$ cat src/rtl/dacb_pkg.sv
package dacb_pkg;
  localparam int OP_W = 4;

  typedef enum logic [OP_W-1:0] {
    OP_NOP    = 4'h0,
    OP_ZERO   = 4'h1,
    OP_LD_LO  = 4'hA,
    OP_LD_HI  = 4'hB,
    OP_LD_ALL = 4'hC,
    OP_XFER   = 4'hD,
    OP_IN_ALL = 4'hE,
    OP_PWR    = 4'hF
  } op_e;

  // operation code of the staging write for the first channel; channel i uses FIRST_CH+i
  localparam int FIRST_CH = 2;
endpackage

$ cat src/rtl/dacb_decode.sv
module dacb_decode
  import dacb_pkg::*;
#(
  parameter int NCH = 8,
  parameter int DW  = 12
) (
  input  logic                 valid,
  input  logic [OP_W+DW-1:0]   word,
  output logic                 clr_all,
  output logic                 pwr_hit,
  output logic [NCH-1:0]       in_we,
  output logic [NCH-1:0]       wt_we,
  output logic [NCH-1:0]       xfer,
  output logic [DW-1:0]        data
);
  localparam int HALF   = NCH / 2;
  localparam int MSK_LO = DW - NCH;

  logic [OP_W-1:0] op;

  always_comb begin
    op      = word[DW +: OP_W];
    data    = word[DW-1:0];
    clr_all = valid && (op == OP_ZERO);
    pwr_hit = valid && (op == OP_PWR);
    for (int i = 0; i < NCH; i++) begin
      wt_we[i] = valid && ((op == OP_LD_ALL) ||
                           ((op == OP_LD_LO) && (i <  HALF)) ||
                           ((op == OP_LD_HI) && (i >= HALF)));
      in_we[i] = wt_we[i] ||
                 (valid && ((op == OP_W'(FIRST_CH + i)) || (op == OP_IN_ALL)));
      xfer[i]  = valid && (op == OP_XFER) && data[MSK_LO + i];
    end
  end
endmodule

$ cat src/rtl/dacb_chan.sv
module dacb_chan #(
  parameter int DW = 12
) (
  input  logic          clk,
  input  logic          arst_n,
  input  logic          clr_all,
  input  logic          in_we,
  input  logic          wt_we,
  input  logic          xfer,
  input  logic          load_n,
  input  logic [DW-1:0] data,
  output logic [DW-1:0] code
);
  logic [DW-1:0] stage_q, stage_d;
  logic [DW-1:0] live_q, live_d;

  always_comb begin
    if (clr_all)    stage_d = '0;
    else if (in_we) stage_d = data;
    else            stage_d = stage_q;

    if (clr_all)                 live_d = '0;
    else if (wt_we)              live_d = data;
    else if (xfer || !load_n)    live_d = stage_d;
    else                         live_d = live_q;
  end

  always_ff @(posedge clk or negedge arst_n) begin
    if (!arst_n) begin
      stage_q <= '0;
      live_q  <= '0;
    end else begin
      stage_q <= stage_d;
      live_q  <= live_d;
    end
  end

  assign code = live_q;
endmodule

$ cat src/rtl/dacb_pwr.sv
module dacb_pwr #(
  parameter int PW = 10
) (
  input  logic          clk,
  input  logic          arst_n,
  input  logic          pwr_hit,
  input  logic          clr_all,
  input  logic [PW-1:0] bits_in,
  output logic          pwr_stb,
  output logic [PW-1:0] pwr_bits,
  output logic          pwr_dflt
);
  always_ff @(posedge clk or negedge arst_n) begin
    if (!arst_n) begin
      pwr_stb  <= 1'b0;
      pwr_bits <= '0;
      pwr_dflt <= 1'b1;
    end else begin
      pwr_stb  <= pwr_hit;
      pwr_dflt <= clr_all;
      if (pwr_hit) pwr_bits <= bits_in;
    end
  end
endmodule

$ cat src/rtl/dacb_bank.sv
module dacb_bank
  import dacb_pkg::*;
#(
  parameter int NCH = 8,
  parameter int DW  = 12
) (
  input  logic                 clk,
  input  logic                 rst_n,
  input  logic                 clr_n,
  input  logic                 cmd_valid,
  output logic                 cmd_ready,
  input  logic [OP_W+DW-1:0]   cmd_word,
  input  logic                 load_n,
  output logic [NCH*DW-1:0]    code_out,
  output logic                 pwr_stb,
  output logic [DW-3:0]        pwr_bits,
  output logic                 pwr_dflt
);
  localparam int PW = DW - 2;

  logic           arst_n;
  logic           clr_all, pwr_hit;
  logic [NCH-1:0] in_we, wt_we, xfer;
  logic [DW-1:0]  data;

  assign arst_n    = rst_n & clr_n;
  assign cmd_ready = 1'b1;

  dacb_decode #(.NCH(NCH), .DW(DW)) u_dec (
    .valid   (cmd_valid),
    .word    (cmd_word),
    .clr_all (clr_all),
    .pwr_hit (pwr_hit),
    .in_we   (in_we),
    .wt_we   (wt_we),
    .xfer    (xfer),
    .data    (data)
  );

  for (genvar g = 0; g < NCH; g++) begin : g_ch
    dacb_chan #(.DW(DW)) u_ch (
      .clk     (clk),
      .arst_n  (arst_n),
      .clr_all (clr_all),
      .in_we   (in_we[g]),
      .wt_we   (wt_we[g]),
      .xfer    (xfer[g]),
      .load_n  (load_n),
      .data    (data),
      .code    (code_out[g*DW +: DW])
    );
  end

  dacb_pwr #(.PW(PW)) u_pwr (
    .clk      (clk),
    .arst_n   (arst_n),
    .pwr_hit  (pwr_hit),
    .clr_all  (clr_all),
    .bits_in  (data[DW-1:2]),
    .pwr_stb  (pwr_stb),
    .pwr_bits (pwr_bits),
    .pwr_dflt (pwr_dflt)
  );
endmodule

$ cat config.mk
export PLATFORM = sky130hd
export DESIGN_NAME = dacb_bank
export DESIGN_NICKNAME = d
export VERILOG_FILES = /design/src/rtl/dacb_pkg.sv /design/src/rtl/dacb_decode.sv /design/src/rtl/dacb_chan.sv /design/src/rtl/dacb_pwr.sv /design/src/rtl/dacb_bank.sv
export SDC_FILE = /design/constraint.sdc
export NUM_CORES = 1
export LEC_CHECK = 0
export ABC_CLOCK_PERIOD_IN_PS = 8050
export BUFFER_PORTS_ARGS = -buffer_cell sky130_fd_sc_hd__buf_2
export CAP_MARGIN = 15
export CORE_MARGIN = 2
export CORE_UTILIZATION = 35
export DETAILED_ROUTE_END_ITERATION = 12
export MAX_ROUTING_LAYER = met4
export PLACE_DENSITY = 0.53
export SYNTH_ARGS = -nofsm -noshare
export SYNTH_HDL_FRONTEND = slang
export SYNTH_HIERARCHICAL = 1
export SYNTH_SLANG_ARGS = --single-unit
$ cat constraint.sdc
create_clock -name clk -period 8.05 [get_ports clk]
set_input_delay 0.4025 -clock clk [delete_from_list [all_inputs] [get_ports clk]]
set_output_delay 0.4025 -clock clk [all_outputs]
set_load 0.03 [all_outputs]
=== Word level (Yosys, flattened, before mapping) ===
Cells that the tools add are included.

* Logic and storage cells: 131
* Output and inout bits: 109
* Input bits: 21
* Bits in registers: 204

* Bitwise logic cells: 1
* Equal/unequal tests: 15
* Multiplexer cells: 40
* Reductions and logical operators: 56

{| class="wikitable"
|+ Operators with widths
! cell !! count
|-
| two-way mux 12 bit || 40
|-
| == test 4 bit (second input constant) || 8
|-
| logical OR 1 bit || 26
|-
| nonzero test 3 bit || 8
|-
| logical AND 1 bit || 21
|-
| == test 4 x 3 -> 1 bit (second input constant) || 4
|-
| == test 4 x 2 -> 1 bit (second input constant) || 2
|-
| == test 4 x 1 -> 1 bit (second input constant) || 1
|-
| bitwise AND 1 bit || 1
|-
| logical NOT 1 bit || 1
|}

=== Longest topological paths before layout ===
* Word-level depth: 9
* Mapped depth: 9
* Mapped depth without buffers: 6

=== Hierarchy ===
The synthesis kept the hierarchy.

{| class="wikitable"
|+ Modules (own cells, without submodules)
! module !! times used !! area an instance (um^2) !! cells each !! sequential area each (um^2)
|-
| dacb_chan || 8 || 1124.8 || 93 || 600.6
|-
| dacb_pwr || 1 || 462.9 || 23 || 301.5
|-
| dacb_decode || 1 || 447.9 || 63 || 0.0
|-
| dacb_bank || 1 || 17.5 || 3 || 0.0
|}

=== Least setup slack after synthesis ===
Ideal clock, no wire load.

* Path type: input-to-reg
* Start: input port cmd_word[13]
* End: register g_ch[0].u_ch.live_q[2]
* Stages on the path: 7
* Data required time: 7976 ps
* Library setup time: 74 ps
* Path slack: 3504 ps
* Path buffers: 2
* Data arrival time: 4472 ps
* Path through: buf_6 -> nand3b_4 -> nor3_1 -> nor4b_4 -> or2_4 -> buf_12 -> o21ai_2

* Elaborated cells between the ends (all ways): 21
* Those cells by class: 6 x eq/ne; 5 x mux; 10 x reduce/logical

{| class="wikitable"
|+ RTL lines
! what !! RTL line !! source
|-
| start, declared || dacb_bank.sv:12 || <nowiki>input logic [OP_W+DW-1:0] cmd_word,</nowiki>
|-
| == test 4 x 1 -> 1 bit (*) || dacb_decode.sv:24 || <nowiki>clr_all = valid && (op == OP_ZERO);</nowiki>
|-
| logical AND 1 bit (*) || dacb_decode.sv:24 ||
|-
| via clr_all || dacb_bank.sv:22 || <nowiki>logic clr_all, pwr_hit;</nowiki>
|-
| two-way mux 12 bit || dacb_chan.sv:18 || <nowiki>if (clr_all) stage_d = '0;</nowiki>
|-
| two-way mux 12 bit || dacb_chan.sv:24 || <nowiki>else if (xfer || !load_n) live_d = stage_d;</nowiki>
|-
| two-way mux 12 bit || dacb_chan.sv:23 || <nowiki>else if (wt_we) live_d = data;</nowiki>
|-
| two-way mux 12 bit || dacb_chan.sv:22 || <nowiki>if (clr_all) live_d = '0;</nowiki>
|-
| end signal, assigned || dacb_chan.sv:34 || <nowiki>live_q <= live_d;</nowiki>
|-
| end, declared || dacb_chan.sv:15 || <nowiki>logic [DW-1:0] live_q, live_d;</nowiki>
|}

The timed path passes the listed nets; every way through them passes the cells marked *. The select of a mux whose other input is x is not followed.
A chain may end at the register's enable or synchronous reset.

=== Worst setup path in the final report ===
* Start: input port cmd_word[13]
* End: register g_ch[7].u_ch.live_q[11]

* Word-level cells in the longest chain between the ends: 9
* Elaborated cells between the ends (all ways): 21
* Those cells by class: 6 x eq/ne; 5 x mux; 10 x reduce/logical

{| class="wikitable"
|+ Ends and longest elaborated chain
! what !! RTL line !! source
|-
| == test 4 bit, on equally long branches || -- ||
|-
| logical OR 1 bit (*) || -- ||
|-
| logical AND 1 bit (*) || -- ||
|-
| via wt_we[4] || dacb_bank.sv:23 || <nowiki>logic [NCH-1:0] in_we, wt_we, xfer;</nowiki>
|-
| logical OR 1 bit || dacb_decode.sv:30 || <nowiki>in_we[i] = wt_we[i] ||</nowiki>
|-
| two-way mux 12 bit || dacb_chan.sv:19 || <nowiki>else if (in_we) stage_d = data;</nowiki>
|-
| two-way mux 12 bit || dacb_chan.sv:18 ||
|-
| two-way mux 12 bit || dacb_chan.sv:24 ||
|-
| two-way mux 12 bit || dacb_chan.sv:23 ||
|-
| two-way mux 12 bit || dacb_chan.sv:22 ||
|-
| end signal, assigned || dacb_chan.sv:34 ||
|-
| end, declared || dacb_chan.sv:15 ||
|}

Marked as above.

==> flow_metrics.env <==
export IMPL_final_setup_skew_ps=10.7
export IMPL_arrival_ps=2690
export IMPL_ys_ff_latch=204
export IMPL_cts_path_max_buffers=3
export IMPL_htreeDepth=1
export IMPL_start_util_pct=35.6
export IMPL_track_usage_pct=17.1
export IMPL_path_cells="buf_2 -> nand2b_1 -> mux2_2 -> nor2_2 -> nor4b_4 -> or2_4 -> o21ai_0"
export IMPL_netlist_top_cell_by_area="dfrtp_1"
export IMPL_synth_area_leaders="dfrtp_1 (51%), mux2i_1 (19%), o21ai_2 (7.1%)"
export IMPL_slew_headroom_pct=27.6
export IMPL_vdd_ir_drop_max_v=0.000163
export IMPL_ys_warn_count=6
export IMPL_grt_start_max_net_pins=73
export IMPL_status="finished, final reports clean"
export IMPL_cts_made_buffers=24
export IMPL_drive_above_1_share_pct=32.0
export IMPL_path_clk_slew_ps=60
export IMPL_hold_start="cmd_word[0]"
export IMPL_hold_viol=0
export IMPL_finalCritPeriodShare_pct=28.2
export IMPL_cts_tree="yes"
export IMPL_die_y_um=172
export IMPL_final_nets=951
export IMPL_p_per_area_nw_per_um2=292
export IMPL_finalCriticalPeriod_ps=2270
export IMPL_path_class="in2reg"
export IMPL_finalSetupViolCount=0
export IMPL_synthesis_nets=854
export IMPL_synth_top_cell_area_share_pct=51.2
export IMPL_antenna_found_initial=2
export IMPL_stdcell_area_um2=11400
export IMPL_synth_cell_types=36
export IMPL_cts_hold_buf=3
export IMPL_syn2layout_area_growth_pct=14.4
export IMPL_clk_latency_ps=510
export IMPL_crit_path_top_delay_cell="nor2_2"
export IMPL_place_area_um2=10500
export IMPL_grt_pass1_wl_um=38100
export IMPL_cts_sinks=204
export IMPL_end_kind="flop"
export IMPL_grt_overflow=0
export IMPL_power_mw=3.32
export IMPL_finalWorstSetupSlack_ps=5780
export IMPL_place_ws_ps=5260
export IMPL_hp_class="in2reg"
export IMPL_layout_commonest_cell="dfrtp_1"
export IMPL_worstPathRequired_ps=8470
export IMPL_postCtsSetupBuffers=0
export IMPL_finalSetupTns_ps=0
export IMPL_drtIter0Drc=395
export IMPL_first_global_vias=6361
export IMPL_die_w_um=172
export IMPL_cp_slowest_stage_delay_ps=800
export IMPL_r2r_start="g_ch[0].u_ch/stage_q[10]$_DFF_PN0_"
export IMPL_viasPerCell=4.73
export IMPL_syn_avg_cell_area_um2=11.9
export IMPL_seq_area_frac_synth_pct=51.4
export IMPL_cts_root_buffer="clkbuf_16"
export IMPL_port_buffer_count=128
export IMPL_route_detailed_drc=0
export IMPL_cap_viol_max_count=0
export IMPL_die_area_um2=29700
export IMPL_synthCells=833
export IMPL_vias=6267
export IMPL_critPathLaunchType="input pin"
export IMPL_dr_pass1_iters=4
export IMPL_cts_resized=0
export IMPL_clock_fmax_mhz=440
export IMPL_core_area_um2=27900
export IMPL_dp_hpwl_um=15300
export IMPL_postRouteAntennaNets=0
export IMPL_pin_count=130
export IMPL_routed_wl_um=24300
export IMPL_num_rows=61
export IMPL_worst_pin_slew_ps=1080
export IMPL_synth_area_um2=9930
export IMPL_rsz0062_at_grt="no"
export IMPL_cp_max_fo=13
export IMPL_wire_per_inst_um=18.4
export IMPL_slew_violations=0
export IMPL_p_leak_nw=5.69
export IMPL_crit_start="cmd_word[13]"
export IMPL_layout_common_cells="dfrtp_1 (203), mux2i_1 (192), buf_2 (128)"
export IMPL_gp_congestion=0.810
-- cells by family after synthesis --
group	count (synthesis)	share of synthesized area, %
buf+inv	74	6.25
flops	204	51.4
simple gates	243	12.5
other cells	1	0.0378
compound gates	105	8.48
mux	203	21.0
xor+xnor	3	0.265
-- state kept, by name, summed over array words and instances, names as in the netlist --
signal / count
u_pwr/pwr_dflt: 1
g_ch.u_ch/stage_q: 96
u_pwr/pwr_bits: 10
u_pwr/pwr_stb: 1
g_ch.u_ch/code: 96
-- layout make-up --
| type | count | area [um^2] |
|---|---|---|
| multi-input cells | 555 | 4230 |
| repair buffers | 143 | 771 |
| fillers | 2759 | 16500 |
| clock inverters | 7 | 88.8 |
| inverters | 2 | 7.51 |
| flip-flops and latches | 204 | 5110 |
| diodes | 3 | 7.51 |
| well taps | 378 | 473 |
| clock buffers | 34 | 679 |
-- synth_stat cells, drive strengths merged --
| cell type | instances |
|---|---|
| dfrtp | 203 |
| mux2i | 192 |
| nor2 | 110 |
| nand2 | 100 |
| o21ai | 96 |
| buf | 56 |
| clkbuf | 16 |
| mux2 | 11 |
| and2 | 9 |
| nor4b | 8 |
| or2 | 8 |
| a21boi | 3 |
| xnor2 | 3 |
| a21oi | 2 |
| inv | 2 |
| nand2b | 2 |
| nand3 | 2 |
| nand4b | 2 |
| o211ai | 2 |
| a211oi | 1 |
| conb | 1 |
| dfstp | 1 |
| nand3b | 1 |
| nor3 | 1 |
| o22ai | 1 |
-- final timing paths --
path	slack (ps)	endpoint	cells after the start
min in group asynchronous	530	g_ch[0].u_ch/code[3]$_DFFE_PN0P_	4
worst min register to register	470	g_ch[1].u_ch/code[7]$_DFFE_PN0P_	2
max in group asynchronous	6180	g_ch[3].u_ch/code[11]$_DFFE_PN0P_	5
worst max-delay path	5780	g_ch[7].u_ch/code[11]$_DFFE_PN0P_	7
worst max register to register	7180	g_ch[0].u_ch/code[10]$_DFFE_PN0P_	2
worst min-delay path	400	g_ch[6].u_ch/stage_q[0]$_DFF_PN0_	3
-- layer usage --
| layer | global-route usage (%) | routed length (um) | up-vias |
|---|---|---|---|
| met2 | 25.9 | 11100 | 125 |
| met1 | 24.2 | 11700 | 3095 |
| li1 | - | - | 3021 |
| met3 | 2.77 | 1150 | 26 |
| met4 | 3.84 | 415 | 0 |
| met5 | - | 0 | - |
-- critical path: cells and delay by family --
family / cells / cell delay (ps)
compound gates: 1 / 180
buf+inv: 1 / 160
simple gates: 4 / 1630
mux: 1 / 290
-- through the flow --
step	utilization, %	instances	hold slack, ps
6_report	40.8	1326	405
3_3_place_gp	37.8	1279	457
5_1_grt	40.8	1325	425
3_5_place_dp	37.8	1279	459
2_1_floorplan	-	833	486
4_1_cts	40.8	1323	396
-- power breakdown --
part	switching, mW	internal, mW	leakage, nW
Combinational	0.578	0.295	2.71
Sequential	0.128	1.26	2.60
Clock	0.416	0.649	0.379
(Power assumes the default switching activity.)
